--- src/rtl/ssag_pkg.sv ---
package ssag_pkg;
    localparam logic [2:0] SZ_BYTE = 3'b011;
    localparam logic [2:0] SZ_HALF = 3'b101;
    localparam logic [2:0] SZ_WORD = 3'b111;

    localparam int MB_UP   = 0;
    localparam int MB_POST = 1;
    localparam int MB_REG  = 2;
    localparam int MB_MOD  = 3;

    function automatic logic [1:0] size_shift(input logic [2:0] sz);
        case (sz)
            SZ_HALF: size_shift = 2'd1;
            SZ_WORD: size_shift = 2'd2;
            default: size_shift = 2'd0;
        endcase
    endfunction

    function automatic logic size_known(input logic [2:0] sz);
        size_known = (sz == SZ_BYTE) || (sz == SZ_HALF) || (sz == SZ_WORD);
    endfunction
endpackage

--- src/rtl/ssag_scale.sv ---
module ssag_scale #(
    parameter int XLEN = 32,
    parameter int CW   = 5
) (
    input  logic [XLEN-1:0] off_reg,
    input  logic [CW-1:0]   off_cst,
    input  logic            use_reg,
    input  logic [1:0]      shamt,
    output logic [XLEN-1:0] scaled
);
    logic [XLEN-1:0] raw;

    always_comb begin
        raw    = use_reg ? off_reg : {{(XLEN-CW){1'b0}}, off_cst};
        scaled = raw << shamt;
    end
endmodule

--- src/rtl/ssag_addsub.sv ---
module ssag_addsub #(
    parameter int XLEN = 32
) (
    input  logic [XLEN-1:0] base,
    input  logic [XLEN-1:0] scaled,
    input  logic            up,
    input  logic            post,
    output logic [XLEN-1:0] modified,
    output logic [XLEN-1:0] eff
);
    always_comb begin
        modified = up ? (base + scaled) : (base - scaled);
        eff      = post ? base : modified;
    end
endmodule

--- src/rtl/ssag_lanes.sv ---
module ssag_lanes #(
    parameter int LANES = 4
) (
    input  logic [$clog2(LANES)-1:0] addr_lo,
    input  logic [2:0]               size,
    output logic [LANES-1:0]         strb,
    output logic                     misaligned
);
    import ssag_pkg::*;
    localparam int AW = $clog2(LANES);

    for (genvar i = 0; i < LANES; i++) begin : g_lane
        localparam logic [AW-1:0] IDX = AW'(i);
        always_comb begin
            case (size)
                SZ_WORD: strb[i] = 1'b1;
                SZ_HALF: strb[i] = (addr_lo[AW-1:1] == IDX[AW-1:1]);
                default: strb[i] = (addr_lo == IDX);
            endcase
        end
    end

    always_comb begin
        case (size)
            SZ_WORD: misaligned = (addr_lo[1:0] != 2'b00);
            SZ_HALF: misaligned = addr_lo[0];
            default: misaligned = 1'b0;
        endcase
    end
endmodule

--- src/rtl/ssag_top.sv ---
module ssag_top #(
    parameter int XLEN  = 32,
    parameter int CW    = 5,
    parameter int LANES = XLEN / 8
) (
    input  logic             clk,
    input  logic             rst_n,
    input  logic             in_valid,
    input  logic             cond_ok,
    input  logic [3:0]       mode,
    input  logic [2:0]       size,
    input  logic [XLEN-1:0]  base,
    input  logic [XLEN-1:0]  off_reg,
    input  logic [CW-1:0]    off_cst,
    output logic [XLEN-1:0]  mem_addr,
    output logic [LANES-1:0] mem_strb,
    output logic             store_vld,
    output logic [XLEN-1:0]  new_base,
    output logic             base_wb,
    output logic             align_fault,
    output logic             illegal
);
    import ssag_pkg::*;
    localparam int AW = $clog2(LANES);

    typedef struct packed {
        logic [XLEN-1:0]  addr;
        logic [XLEN-1:0]  nbase;
        logic [LANES-1:0] strb;
        logic             st;
        logic             wb;
        logic             af;
        logic             il;
    } out_t;

    out_t state_d, state_q;

    logic [1:0]       shamt;
    logic [XLEN-1:0]  scaled;
    logic [XLEN-1:0]  modified;
    logic [XLEN-1:0]  eff;
    logic [LANES-1:0] lane_strb;
    logic             misaligned;
    logic             legal;

    always_comb begin
        shamt = size_shift(size);
        legal = size_known(size) && (mode[MB_MOD] || !mode[MB_POST]);
    end

    ssag_scale #(.XLEN(XLEN), .CW(CW)) u_scale (
        .off_reg (off_reg),
        .off_cst (off_cst),
        .use_reg (mode[MB_REG]),
        .shamt   (shamt),
        .scaled  (scaled)
    );

    ssag_addsub #(.XLEN(XLEN)) u_addsub (
        .base     (base),
        .scaled   (scaled),
        .up       (mode[MB_UP]),
        .post     (mode[MB_MOD] && mode[MB_POST]),
        .modified (modified),
        .eff      (eff)
    );

    ssag_lanes #(.LANES(LANES)) u_lanes (
        .addr_lo    (eff[AW-1:0]),
        .size       (size),
        .strb       (lane_strb),
        .misaligned (misaligned)
    );

    always_comb begin
        state_d      = state_q;
        state_d.strb = '0;
        state_d.st   = 1'b0;
        state_d.wb   = 1'b0;
        state_d.af   = 1'b0;
        state_d.il   = 1'b0;
        if (in_valid) begin
            state_d.addr  = eff;
            state_d.nbase = modified;
            if (cond_ok) begin
                if (!legal) begin
                    state_d.il = 1'b1;
                end else if (misaligned) begin
                    state_d.af = 1'b1;
                end else begin
                    state_d.st   = 1'b1;
                    state_d.wb   = mode[MB_MOD];
                    state_d.strb = lane_strb;
                end
            end
        end
    end

    always_ff @(posedge clk or negedge rst_n) begin
        if (!rst_n) state_q <= '0;
        else        state_q <= state_d;
    end

    assign mem_addr    = state_q.addr;
    assign new_base    = state_q.nbase;
    assign mem_strb    = state_q.strb;
    assign store_vld   = state_q.st;
    assign base_wb     = state_q.wb;
    assign align_fault = state_q.af;
    assign illegal     = state_q.il;
endmodule

--- config.mk ---
export PLATFORM = sky130hd
export DESIGN_NAME = ssag_top
export DESIGN_NICKNAME = d
export VERILOG_FILES = /design/src/rtl/ssag_pkg.sv /design/src/rtl/ssag_scale.sv /design/src/rtl/ssag_addsub.sv /design/src/rtl/ssag_lanes.sv /design/src/rtl/ssag_top.sv
export SDC_FILE = /design/constraint.sdc
export NUM_CORES = 1
export LEC_CHECK = 0
export BUFFER_PORTS_ARGS = -buffer_cell sky130_fd_sc_hd__buf_2
export CORE_UTILIZATION = 45
export DETAILED_ROUTE_END_ITERATION = 10
export MAX_ROUTING_LAYER = met4
export PLACE_DENSITY = 0.68
export SYNTH_ARGS = -nofsm -noshare
export SYNTH_HDL_FRONTEND = slang
export SYNTH_HIERARCHICAL = 1
export SYNTH_SLANG_ARGS = --single-unit
--- constraint.sdc ---
create_clock -name clk -period 2.1 [get_ports clk]
set_input_delay 0.42 -clock clk [delete_from_list [all_inputs] [get_ports clk]]
set_output_delay 0.42 -clock clk [all_outputs]
set_load 0.05 [all_outputs]
==> impl_summary.txt <==
----------------------------------------------------
[Status]
  Outcome ... finished, violations left
  Failing checks ... setup timing

[Critical path]
  Worst endpoint data arrival time ... 5.40 ns
  CP Capture Type ... flop
  FF-to-FF setup slack ... 1.28 ns
  Type of the worst setup path ... in -> reg
  Data required, critical path ... 2.38 ns
  Worst r2r src ... new_base[1]
  Highest fanout seen on the critical path ... 6
  Timing startpoint of the critical path ... size[1]
  Element type at the critical path start ... input pin
  Depth of the most critical reg-to-reg path ... 1
  Critical R2R Capture ... new_base[1]

[Power]
  Part of the total power dissipated in sequential elements ... 0.200
  Net Sw Frac ... 0.461
  Power per cell area ... 970 mW/mm2
  Net switching power ... 0.00507 W
  Fraction of power consumed by the clock network ... 0.154
  Cell Int Power ... 0.00592 W
  Share of total power in combinational logic ... 0.646
  IR drop worst, VDD ... 0.523 mV
  P_leak ... 5.41 nW

[CTS]
  CTS hold repair buffers ... 0
  Maximum root-to-sink buffer count ... 2
  Source-to-sink clock delay at the later pin of the worst-skew pair ... 0.34 ns
  Clock sink total ... 72
  Clock buffers created by TritonCTS ... 9
  Clock root buffer master ... clkbuf_16
  TritonCTS clock tree ... built
  CTS clock-pin slew for the worst setup and hold paths ... 0.07 ns
  Level count of the clock H-tree ... 3

[Detailed routing]
  DRC violation count after routing ... 0
  Total wirelength of the detailed-routed design ... 25900 um
  Average via count per standard cell ... 5.95
  DR iter-0 viols ... 607
  Vias after detailed routing ... 7633
  WL per Instance ... 20.2 um
  Antenna Nets Post-Route ... 0
  Drt pass-1 iters ... 6

[Timing]
  Share of the clock period used by the worst path ... 2.44
  Hold Worst Slack ... 0.106 ns
  Minimum clock period after layout ... 5.12 ns
  Worst-margin pin slew ... 0.417 ns
  Final setup vio count ... 70
  Hold Violations, Final ... 0
  Worst Clk Skew ... 0 ns
  Final Slew Violations ... 0
  Worst setup slack after layout ... -3.02 ns
  Max Fclk ... 195 MHz
  Slew margin rel. ... 0.719
  Unrepaired setup endpoints after global routing ... yes

[Die]
  Initial core utilization ... 0.469
  Number of top-level pins ... 152
  Horizontal die dimension ... 126 um
  Die boundary height ... 126 um
  Core Area ... 0.0148 mm2
  Die area ... 0.0159 mm2
  Number of core rows ... 44

[Finish]
  Sequential standard cell area ... 0.00180 mm2
  Proportion of layout cells with a drive suffix above 1 ... 0.616
  Post-route insts no fill ... 1283
  Layout filler cell count ... 879
  Number of nets at the end of the flow ... 1214
  Area growth syn-to-layout ... 63.7%
  Antenna cell count ... 0
  Total area of multi-input combinational cells ... 0.00591 mm2

[Logic synthesis]
  Gate count of the mapped netlist ... 704
  Cell Area, Synth ... 0.00692 mm2
  Count of warnings emitted by yosys ... 6
  Most used flip-flop cell after synthesis ... dfrtp_1
  Count of flip-flops with a built-in enable after synthesis ... 0
  Synthesized Nets ... 824
  Share of flip-flops with an asynchronous set or reset after synthesis ... 1.00
  Per-instance average area after synthesis ... 9.83 um2
  Unique cell type count in the Yosys netlist ... 69
  Number of storage elements in the synthesis netlist ... 72
  Post-synthesis sequential area ratio ... 0.260

[Global routing]
  Antenna violations before repair ... 0
  Number of global-route vias before repair ... 7140
  GR Overflow Total ... 0
  Largest net degree at the start of global routing ... 73
  First-pass GRT wire length ... 36000 um
  Gr usage total ... 0.294

[Placement]
  Half-perimeter wire length of the detailed placement result ... 15700 um
  Placed cell count ... 1204
  Final Wtd Congestion ... 0.969
  IO Port Bufs ... 151

[Job]
  Max-cap violations ... 0

[Min path]
  Path category of the worst min-delay check ... in -> async

----------------------------------------------------
-- flip-flops by register name (all words and copies together) (netlist names) --
register,flops
mem_addr,32
new_base,32
mem_strb,4
align_fault,1
base_wb,1
illegal,1
store_vld,1
-- area by class of cell --
type	count	share of cell area
Inverter	14	0.00464
Clock buffer	9	0.0199
Multi-Input combinational cell	583	0.522
Sequential cell	72	0.159
Clock inverter	7	0.00850
Timing Repair Buffer	414	0.266
Tap cell	184	0.0203
-- metrics by stage --
| stage | TNS [ns] | total power, W | setup slack [ns] | utilization | area [um2] |
|---|---|---|---|---|---|
| CTS | -140.56 | 0.0102 | -2.74 | 0.722 | 10700 |
| finish | -156.12 | 0.0110 | -3.02 | 0.768 | 11300 |
| global route | -162.23 | 0.0114 | -3.09 | 0.768 | 11300 |
| floorplan | -133.50 | 0.00618 | -2.91 | - | 7230 |
| detailed placement | -179.11 | 0.00800 | -3.41 | 0.646 | 9520 |
| global placement | -174.60 | 0.00790 | -3.31 | 0.646 | 9520 |
-- layer usage --
metal,track usage,vias up,share of wire
met5,-,-,0
met4,0.0758,0,0.043
met3,0.0387,104,0.077
met2,0.484,444,0.48
met1,0.383,3700,0.41
li1,-,3385,-
-- Yosys cell counts, types with 11 or more instances --
cell type  instances  share of area
xor2_1            35          0.044
mux4_2            27          0.088
o21ai_0           21          0.015
ha_1              39          0.071
nor3_1            20          0.014
nand2_1           55          0.030
dfrtp_1           72           0.26
a21oi_1           49          0.035
inv_1             13         0.0071
clkbuf_1          16         0.0087
and2_1            28          0.025
mux2_2            67           0.11
nor2_1            52          0.028
nand3_1           11         0.0080
mux2_4            18          0.039
xnor2_1           24          0.030
-- worst max-delay path by stage --
stage	end	slack, ns
floorplan	mem_addr[28]	-2.91
global placement	new_base[31]	-3.31
detailed placement	new_base[31]	-3.41
CTS	mem_addr[22]	-2.74
global route	mem_addr[19]	-3.09
finish	mem_addr[30]	-3.02
-- power by group through the flow --
stage | Sequential (W) | Combinational (W) | Clock [W]
2_1_floorplan | 0.00394 | 0.00224 | 0
3_3_place_gp | 0.00217 | 0.00573 | 0
3_5_place_dp | 0.00219 | 0.00581 | 0
4_1_cts | 0.00218 | 0.00634 | 0.00169
5_1_grt | 0.00225 | 0.00740 | 0.00179
6_report | 0.00220 | 0.00710 | 0.00169
-- placed cells by master (no fill, tap or decap), types with 10 or more instances in the layout --
master and instances:
buf_4 217, buf_2 147, dfrtp_1 72, mux2_4 69
nand2_1 49, nor2_1 41, buf_6 38, ha_1 32
and2_1 27, xor2_1 27, mux4_2 27, a21oi_1 25
mux2_2 19, a21oi_2 16, xnor2_1 14, inv_1 11
nor3_1 10, o21ai_1 10
-- repair_timing --
action	in CTS	in global routing
endpoints found under the setup margin	70	70
gates resized for setup	112	95
hold endpoints to repair	0	0
pin swaps	67	47
buffers inserted	43	29
gates cloned	1	0
-- worst max-delay path, cell delays in order --
cell and delay, ns:
buf_8 0.10, nor2_4 0.13, buf_12 0.15, buf_12 0.11
mux2_4 0.30, mux4_2 0.49, or4_4 0.47, nor4_4 0.31
buf_4 0.18, nand3_4 0.10, nor2_4 0.11, buf_4 0.12
nor2_1 0.05, xor2_1 0.34, ha_4 0.24, nand4_1 0.19
nor3_4 0.21, nor4bb_4 0.32, buf_4 0.20, o21a_1 0.23
nor4_1 0.08, buf_4 0.14, o31ai_2 0.21, mux2_4 0.18
-- cells by family (layout without fill, tap and decap cells) --
group | count (synthesis) | after routing | share of synthesized area
AOI/OAI and AO/OA | 139 | 139 | 0.130
adders and majority gates | 40 | 40 | 0.0734
DFF | 72 | 72 | 0.260
buffers and inverters | 49 | 444 | 0.0400
and+or+nand+nor | 221 | 221 | 0.165
muxes | 124 | 124 | 0.257
xor gates and xnor gates | 59 | 59 | 0.0747
Note: power is estimated with default switching activity, not from simulation.
